File: src/rtl/aclink_pkg.sv
// Package: shared frame geometry for the AC-link transmitter.
// Assumes a 16-bit tag slot followed by equal-width data slots.
package aclink_pkg;
    localparam int TAG_W   = 16;
    localparam int SLOT_W  = 20;
    localparam int N_SLOTS = 12;
    localparam int N_PAY   = 5;
    localparam int FRAME_W = TAG_W + SLOT_W * N_SLOTS;
endpackage

File: src/rtl/aclink_frame_builder.sv
// Module: aclink_frame_builder
// Combinational assembly of one whole frame image, tag word first, MSB first.
// Assumes N_PAY < TAG_W so that every payload slot has a tag bit.
module aclink_frame_builder #(
    parameter int TAG_W   = aclink_pkg::TAG_W,
    parameter int SLOT_W  = aclink_pkg::SLOT_W,
    parameter int N_SLOTS = aclink_pkg::N_SLOTS,
    parameter int N_PAY   = aclink_pkg::N_PAY,
    localparam int FRAME_W = TAG_W + SLOT_W * N_SLOTS
) (
    input  logic [N_PAY*SLOT_W-1:0] payload,
    input  logic [N_PAY-1:0]        slot_vld,
    output logic [FRAME_W-1:0]      frame
);
    logic [TAG_W-1:0] tag;

    // Tag word: frame-valid bit on top, then one flag per payload slot.
    always_comb begin
        tag            = '0;
        tag[TAG_W-1]   = |slot_vld;
        for (int k = 0; k < N_PAY; k++) begin
            tag[TAG_W-2-k] = slot_vld[k];
        end
    end

    assign frame[FRAME_W-1 -: TAG_W] = tag;

    // Data slots: payload when flagged, zero-stuffed otherwise or when reserved.
    for (genvar s = 0; s < N_SLOTS; s++) begin : g_slot
        if (s < N_PAY) begin : g_pay
            assign frame[FRAME_W-TAG_W-1-s*SLOT_W -: SLOT_W] =
                slot_vld[s] ? payload[s*SLOT_W +: SLOT_W] : '0;
        end else begin : g_rsvd
            assign frame[FRAME_W-TAG_W-1-s*SLOT_W -: SLOT_W] = '0;
        end
    end
endmodule

File: src/rtl/aclink_bit_counter.sv
// Module: aclink_bit_counter
// Tracks the bit position within the frame and derives the load request,
// the frame marker and the end-of-frame strobe.
// Assumes one clock per bit time. Idle after reset until the first edge.
module aclink_bit_counter #(
    parameter int TAG_W   = aclink_pkg::TAG_W,
    parameter int FRAME_W = aclink_pkg::FRAME_W,
    localparam int POS_W  = $clog2(FRAME_W)
) (
    input  logic clk,
    input  logic rst_n,
    output logic load,
    output logic run,
    output logic sync,
    output logic frame_done
);
    localparam logic [POS_W-1:0] LAST_POS = POS_W'(FRAME_W - 1);
    localparam logic [POS_W-1:0] TAG_END  = POS_W'(TAG_W);

    logic [POS_W-1:0] pos_q;
    logic             run_q;

    // A load is needed when idle or on the last bit of the current frame.
    assign load       = !run_q || (pos_q == LAST_POS);
    assign run        = run_q;
    assign frame_done = run_q && (pos_q == LAST_POS);
    assign sync       = run_q && (pos_q < TAG_END);

    // Position counter: restarts at zero on each frame load.
    always_ff @(posedge clk) begin
        if (!rst_n) begin
            run_q <= 1'b0;
            pos_q <= '0;
        end else if (load) begin
            run_q <= 1'b1;
            pos_q <= '0;
        end else begin
            pos_q <= pos_q + 1'b1;
        end
    end

    // the strobe never lasts two cycles
    p_strobe_single_r1: assert property (@(posedge clk) disable iff (!rst_n)
        frame_done |=> !frame_done);
    // a new frame starts right after the strobe
    p_wrap_r1: assert property (@(posedge clk) disable iff (!rst_n)
        frame_done |=> (pos_q == '0) && sync);
    // the marker rises only at a frame start
    p_sync_start_r2: assert property (@(posedge clk) disable iff (!rst_n)
        $rose(sync) |-> ($past(frame_done) || !$past(run_q)));
endmodule

File: src/rtl/aclink_shifter.sv
// Module: aclink_shifter
// Frame-wide parallel-load shift register, MSB out first.
// Assumes load is asserted once per frame. Clears to zero in reset.
module aclink_shifter #(
    parameter int FRAME_W = aclink_pkg::FRAME_W
) (
    input  logic               clk,
    input  logic               rst_n,
    input  logic               load,
    input  logic [FRAME_W-1:0] frame_in,
    output logic               bit_out
);
    logic [FRAME_W-1:0] shreg_q;

    // Capture the frame image on load, otherwise shift one bit per clock.
    always_ff @(posedge clk) begin
        if (!rst_n) begin
            shreg_q <= '0;
        end else if (load) begin
            shreg_q <= frame_in;
        end else begin
            shreg_q <= {shreg_q[FRAME_W-2:0], 1'b0};
        end
    end

    assign bit_out = shreg_q[FRAME_W-1];

    // the register holds exactly the image present at the load edge
    p_snapshot_r7: assert property (@(posedge clk) disable iff (!rst_n)
        load |=> shreg_q == $past(frame_in));
endmodule

File: src/rtl/aclink_tx_frame.sv
// Module: aclink_tx_frame (top)
// Controller-side AC-link output frame serializer on the bit clock.
// Assumes payload and flag inputs are stable at each rising edge. They are
// captured at the edge that closes the frame_done bit time.
module aclink_tx_frame #(
    parameter int SLOT_W = aclink_pkg::SLOT_W,
    parameter int N_PAY  = aclink_pkg::N_PAY
) (
    input  logic              clk,
    input  logic              rst_n,
    input  logic [SLOT_W-1:0] cmd_addr,
    input  logic [SLOT_W-1:0] cmd_data,
    input  logic [SLOT_W-1:0] pcm_left,
    input  logic [SLOT_W-1:0] pcm_right,
    input  logic [SLOT_W-1:0] modem_data,
    input  logic [N_PAY-1:0]  slot_valid,
    output logic              sync,
    output logic              sdata,
    output logic              frame_done
);
    localparam int TAG_W   = aclink_pkg::TAG_W;
    localparam int N_SLOTS = aclink_pkg::N_SLOTS;
    localparam int FRAME_W = TAG_W + SLOT_W * N_SLOTS;

    logic [N_PAY*SLOT_W-1:0] payload;
    logic [FRAME_W-1:0]      frame_img;
    logic                    load;
    logic                    run;

    // Payload vector in slot order, slot 1 in the lowest lane.
    assign payload = {modem_data, pcm_right, pcm_left, cmd_data, cmd_addr};

    aclink_frame_builder #(
        .TAG_W(TAG_W), .SLOT_W(SLOT_W), .N_SLOTS(N_SLOTS), .N_PAY(N_PAY)
    ) u_build (
        .payload (payload),
        .slot_vld(slot_valid),
        .frame   (frame_img)
    );

    aclink_bit_counter #(.TAG_W(TAG_W), .FRAME_W(FRAME_W)) u_cnt (
        .clk       (clk),
        .rst_n     (rst_n),
        .load      (load),
        .run       (run),
        .sync      (sync),
        .frame_done(frame_done)
    );

    aclink_shifter #(.FRAME_W(FRAME_W)) u_shift (
        .clk     (clk),
        .rst_n   (rst_n),
        .load    (load),
        .frame_in(frame_img),
        .bit_out (sdata)
    );

    // first bit of each frame is the OR of the flags captured
    p_valid_bit_r3: assert property (@(posedge clk) disable iff (!rst_n)
        frame_done |=> sdata == $past(|slot_valid));
    // before the first frame the line is idle
    p_idle_r8: assert property (@(posedge clk) disable iff (!rst_n)
        !run |-> !sdata && !sync && !frame_done);
endmodule

File: config.mk
export PLATFORM = sky130hd
export DESIGN_NAME = aclink_tx_frame
export DESIGN_NICKNAME = d
export VERILOG_FILES = /design/src/rtl/aclink_pkg.sv /design/src/rtl/aclink_frame_builder.sv /design/src/rtl/aclink_bit_counter.sv /design/src/rtl/aclink_shifter.sv /design/src/rtl/aclink_tx_frame.sv
export SDC_FILE = /design/constraint.sdc
export NUM_CORES = 1
export LEC_CHECK = 0
export ABC_AREA = 1
export BUFFER_PORTS_ARGS = -buffer_cell sky130_fd_sc_hd__buf_4
export CAP_MARGIN = 20
export CORE_MARGIN = 5
export CORE_UTILIZATION = 30
export DETAILED_ROUTE_END_ITERATION = 7
export PLACE_DENSITY = 0.51
export SLEW_MARGIN = 0
export SYNTH_ARGS = -nofsm -noshare
export SYNTH_HDL_FRONTEND = slang
export SYNTH_HIERARCHICAL = 1
export SYNTH_SLANG_ARGS = --single-unit
File: constraint.sdc
create_clock -name clk -period 1.95 [get_ports clk]
set_clock_uncertainty 0.15 [all_clocks]
set_input_delay 0.39 -clock clk [delete_from_list [all_inputs] [get_ports clk]]
set_output_delay 0.39 -clock clk [all_outputs]
set_load 0.01 [all_outputs]
==> summary.txt, run 1 <==
Run status
  • Status: finished, violations left
  • Failing checks: setup timing

GRT
  • GRT Max-Usage Layer: met2
  • Global Route met2 Usage: 16.7%
  • M1 GR Usage: 12.0%
  • Global route overflow: 0
  • Global-route usage over all layers: 9.55%
  • Largest net degree at the start of global routing: 88
  • Met3 Use GR: 2.17%
  • Number of global-route vias before repair: 9302
  • Antenna violations before repair: 0
  • First-pass GRT wire length: 40000 um

Clock tree
  • Cts bufs inserted: 31
  • H-tree depth: 1
  • CTS sink cnt: 265
  • Worst-Skew Late Latency: 0.58 ns
  • Clock Pin Slew Worst Setup and Hold Paths: 0.06 ns
  • CTS tree: done
  • CTS root buffer: clkbuf_16
  • Clk buf depth: 3

Critical path
  • Worst-path fanout max: 2
  • Critical path class: flop to output pin
  • Setup crit start kind: flop
  • Crit. End Element: output pin
  • Required time of the critical path: 1.41 ns
  • Arrival @ worst endpoint: 1.52 ns

Timing
  • FMAX: 486 MHz
  • TNS Setup: -0.109 ns
  • RSZ-0062 raised after global routing: yes
  • Worst setup margin: -0.109 ns
  • Final hold vios: 0
  • Final period util: 106%
  • Max Slew Vio Count: 0
  • # setup viols final: 1
  • Min Clock Period, post-route: 2.06 ns

Yosys
  • Mapped Area: 13100 sq um
  • Cell variety after synth: 21
  • Top-area cell type share of the netlist area: 40.6%
  • Synth Instances: 2047
  • Post-Syn Area per Cell: 6.38 sq um
  • Sequential area share after synthesis: 40.6%
  • Yosys reg bits: 265
  • Yosys warnings: 6
  • Yosys top cell by area: dfxtp_1
  • Synth area leaders: dfxtp_1 41%, nand2_1 18%, nor2_1 15%

Power
  • Power Total: 0.0133 W
  • Sw frac: 24.1%
  • Clk pwr share: 44.3%
  • PD cells: 860 nW/um^2
  • Comb pwr share: 11.6%
  • P_int: 0.0101 W
  • Leakage Power: 8.17 nW
  • P_sw: 0.00321 W
  • Seq pwr share: 44.2%
  • Peak VDD IR: 0.000651 V

Drt
  • DRC errors left: 0
  • Routed wire length: 25100 um
  • Post-DRT Antenna Nets: 0
  • Routed via count: 10177
  • Vias per std cell: 3.68
  • Initial drt markers: 493
  • Drt first pass iters: 5
  • WL per Instance: 9.06 um

Finish
  • Design area: 15500 sq um
  • Util after Layout: 35.9%
  • Nets: 2269
  • Layout cells sized above 1: 11.5%
  • Diode count: 0
  • Synth-to-Final Area Change: 18.4%

Place
  • Worst slack at placement: 0.0618 ns
  • Final HPWL DP: 14700 um
  • Port Buffer Count: 109
  • GP Congestion: 0.724
  • Placed Instance Area: 13700 sq um

Floorplan
  • Die width: 219 um
  • Die area: 47800 sq um
  • Die height: 219 um
  • Starting Density: 30.3%
  • Number of core rows: 76
  • IO Pins: 110
  • Core box area: 43100 sq um

Worst hold path
  • Worst Hold Class: input port to flop

Flow run
  • Max-cap violation count: 0
==> cell families (layout without fill, tap and decap cells) <==
logic type	Yosys count	count (layout)	share of synthesized area, %
other cells	1	150	0.0287
xor+xnor	2	2	0.134
buf+inv	615	601	25.3
compound gates	2	2	0.0958
simple gates	1161	1162	33.7
fa+ha+maj	1	1	0.0958
flops	265	265	40.6
==> cell usage after synthesis <==
master    number
nand2_1      625
nor2_1       523
inv_1        364
dfxtp_1      265
buf_4        183
buf_6         37
buf_2         29
nand3_1        4
nor2_2         3
clkbuf_1       2
nand2_2        2
and3_1         1
conb_1         1
ha_1           1
nand3_2        1
nand3_4        1
nor3_1         1
o21ai_1        1
o21bai_1       1
xnor2_1        1
xor2_1         1
==> state kept, by name, indices dropped and copies added, names as in the netlist <==
register and cells:
u_shift/shreg_q 256, u_cnt/pos_q 8, u_cnt/run 1
==> critical path: stages, from the launching register on <==
cell and delay [ns]:
dfxtp_2 0.36, ha_4 0.16, nand3_4 0.09, inv_4 0.08, nand2_4 0.05, nor2_4 0.10
buf_6 0.12
==> power by group through the flow <==
stage / sequential, W / combinational [W] / clock, W
after global routing: 0.00590 / 0.00181 / 0.00634
after detailed placement: 0.00599 / 0.00139 / 0
after floorplan: 0.00596 / 0.00128 / 0
after CTS: 0.00587 / 0.00141 / 0.00612
after global placement: 0.00599 / 0.00137 / 0
final: 0.00587 / 0.00154 / 0.00589
==> final cells by class <==
class	instances	area, sq um
Timing Repair Buffer	182	1910
Multi-Input combinational cell	1317	5080
Tap cell	585	732
Clock inverter	9	141
Inverter	364	1370
Clock buffer	46	912
Sequential cell	265	5320
Fill cell	4616	27600
==> placed cells by master, fill, tap and decap left out, types with 6 or more instances in the layout <==
cell	count
nor2_1	519
dfxtp_2	6
nor2_2	6
clkbuf_1	7
buf_12	16
inv_1	361
clkbuf_8	8
dfxtp_1	258
conb_1	150
buf_4	138
nand2_1	624
buf_6	6
clkbuf_16	44
==> final timing paths <==
kind | to | slack (ns) | from | cells after the start
worst max register to register | u_shift/shreg_q[76] | 0.09 | u_cnt/pos_q[0] | 11
worst min register to register | u_shift/shreg_q[230] | 0.27 | u_shift/shreg_q[229] | 2
worst min-delay path | u_shift/shreg_q[146] | 0.03 | modem_data[6] | 7
worst max-delay path | frame_done | -0.11 | u_cnt/pos_q[0] | 6
==> metrics by stage <==
stage               instances  hold slack (ns)
floorplan                2196            0.275
global placement         2674            0.277
detailed placement       2674            0.285
CTS                      2737        0.0000517
global route             2768           0.0470
finish                   2768           0.0333
==> metal layers <==
| layer | part of all wire [%] | wire length (um) |
|---|---|---|
| met5 | 0 | 0 |
| met1 | 49 | 12300 |
| met2 | 45 | 11200 |
| met3 | 4.6 | 1160 |
| met4 | 1.8 | 453 |
==> what timing repair did <==
item | CTS | global route
setup buffers | 4 | 16
setup endpoints to repair | 2 | 81
hold buffers | 4 | 0
endpoints found under the hold margin | 4 | 0
pin swaps | 2 | 5
gates cloned | 0 | 16
resized for setup | 12 | 24
Power figures use the tool's default switching activity.
==> inputs of run 2 (changes only) <==
CORE_UTILIZATION = 54   (was 30)
PLACE_DENSITY = 0.78   (was 0.51)
==> run 2 against run 1 <==
  * The flow still finishes with violations (setup timing)
  * Non-clock buffer count shrank 35
  * Combinational power down 8%
  * Final area shrank 6.1%
  * Wire length decreased by 12%
  * Sequential share of layout area grew 2.2 points
  * Die area shrank 43%
  * Clock-buffer cell count fell by 8
  * Critical path depth unchanged
  * Largest power group is now registers
  * Highest routed layer unchanged
==> summary.txt, run 2 (synthesized netlist as in run 1, its figures left out) <==
Run status
  • Status: finished, violations left
  • Failing checks: setup timing

Clock tree
  • CTS root buffer: clkbuf_16
  • Worst-Skew Late Latency: 0.53 ns
  • Clock Pin Slew Worst Setup and Hold Paths: 0.06 ns
  • Post-CTS Hold Fix Bufs: 0
  • CTS sink cnt: 265
  • Clk buf depth: 3
  • Cts bufs inserted: 28
  • H-tree depth: 1
  • CTS tree: done

Timing
  • FMAX: 502 MHz
  • Min Hold Slack: 0.0771 ns
  • # setup viols final: 1
  • RSZ-0062 raised after global routing: yes
  • Max Slew Vio Count: 0
  • Worst setup margin: -0.0420 ns
  • Final hold vios: 0
  • TNS Setup: -0.0420 ns
  • Final period util: 102%
  • Min Clock Period, post-route: 1.99 ns

Finish
  • Diode count: 0
  • Layout cells sized above 1: 9.66%
  • Nets: 2230
  • Design area: 14500 sq um
  • Max reg flops: 256
  • Largest Register: u_shift/shreg_q
  • Most common cell after layout, fill and taps aside: nand2_1
  • Synth-to-Final Area Change: 11.2%
  • Util after Layout: 60.4%
  • Most frequent cells in the layout: 624 x nand2_1, 522 x nor2_1, 363 x inv_1
  • Fin cells: 2467

Place
  • Port Buffer Count: 109
  • Placed Instance Area: 13300 sq um
  • Final HPWL DP: 13600 um
  • Inst Count DP: 2406
  • GP Congestion: 0.768

Critical path
  • Worst-path fanout max: 3
  • Setup crit start kind: flop
  • Required time of the critical path: 1.41 ns
  • Critical path class: flop to output pin
  • Crit. End Element: output pin
  • Arrival @ worst endpoint: 1.45 ns

Drt
  • Initial drt markers: 519
  • Drt first pass iters: 4
  • WL per Instance: 8.91 um
  • Vias per std cell: 4.07
  • Routed via count: 10047
  • Post-DRT Antenna Nets: 0
  • DRC errors left: 0
  • Routed wire length: 22000 um

Floorplan
  • Starting Density: 54.3%
  • Die height: 166 um
  • Core box area: 24000 sq um
  • Die area: 27400 sq um
  • Number of core rows: 57
  • IO Pins: 110
  • Die width: 166 um

Power
  • Peak VDD IR: 0.000518 V
  • Clk pwr share: 42.2%
  • Leakage Power: 7.84 nW
  • PD cells: 869 nW/um^2
  • P_sw: 0.00302 W
  • Sw frac: 23.9%
  • P_int: 0.00960 W
  • Seq pwr share: 46.5%
  • Comb pwr share: 11.2%

GRT
  • Antenna violations before repair: 0
  • Global-route usage over all layers: 15.3%
  • Global route overflow: 0
  • First-pass GRT wire length: 36500 um
  • Largest net degree at the start of global routing: 101
  • Number of global-route vias before repair: 9043

Flow run
  • Max-cap violation count: 0

Worst hold path
  • Worst Hold Class: input port to flop
[run 2: metrics by stage]
stage,total power (W),worst slack (ns)
6_report,0.0126,-0.0420
3_3_place_gp,0.00730,0.138
3_5_place_dp,0.00735,0.0841
4_1_cts,0.0127,-0.0993
5_1_grt,0.0133,-0.108
2_1_floorplan,0.00724,0.260
[run 2: layout make-up]
type | count | area [sq um]
Clock buffer | 38 | 779
Clock inverter | 13 | 164
Fill cell | 2108 | 9510
Inverter | 364 | 1370
Multi-Input combinational cell | 1316 | 5050
Sequential cell | 265 | 5310
Tap cell | 324 | 405
Timing Repair Buffer | 147 | 1440
[run 2: final timing paths]
path	startpoint	to	slack [ns]	cells after the start
setup reg to reg	u_cnt/pos_q[1]	u_shift/shreg_q[24]	0.04	11
hold / removal	modem_data[5]	u_shift/shreg_q[145]	0.08	7
hold reg to reg	u_shift/shreg_q[138]	u_shift/shreg_q[139]	0.29	2
setup / recovery	u_cnt/pos_q[1]	frame_done	-0.04	6
[run 2: power by group through the flow]
stage	clock, W	sequential (W)	combinational [W]
final	0.00533	0.00587	0.00142
after CTS	0.00547	0.00587	0.00138
after global placement	0	0.00598	0.00132
after global routing	0.00570	0.00590	0.00166
after detailed placement	0	0.00599	0.00136
after floorplan	0	0.00596	0.00128
[run 2: what timing repair did]
action / in CTS / in global routing
pin swaps: 2 / 2
resized for setup: 12 / 7
endpoints found under the setup margin: 2 / 34
cloned: 0 / 5
setup buffers: 4 / 1
[run 2: per-layer routing]
metal / GRT usage, % / wire length (um) / vias to the layer above
met5: 0 / 0 / -
met4: 4.54 / 365 / 0
met3: 2.58 / 1100 / 31
met2: 28.4 / 10600 / 128
met1: 18.0 / 9940 / 4305
li1: - / - / 5583
[run 2: critical path, stage by stage, from the launching register on]
cell     delay, ns
dfxtp_2       0.35
ha_4          0.15
nand3_4       0.09
inv_4         0.08
nand2_4       0.05
nor2_4        0.09
buf_6         0.11
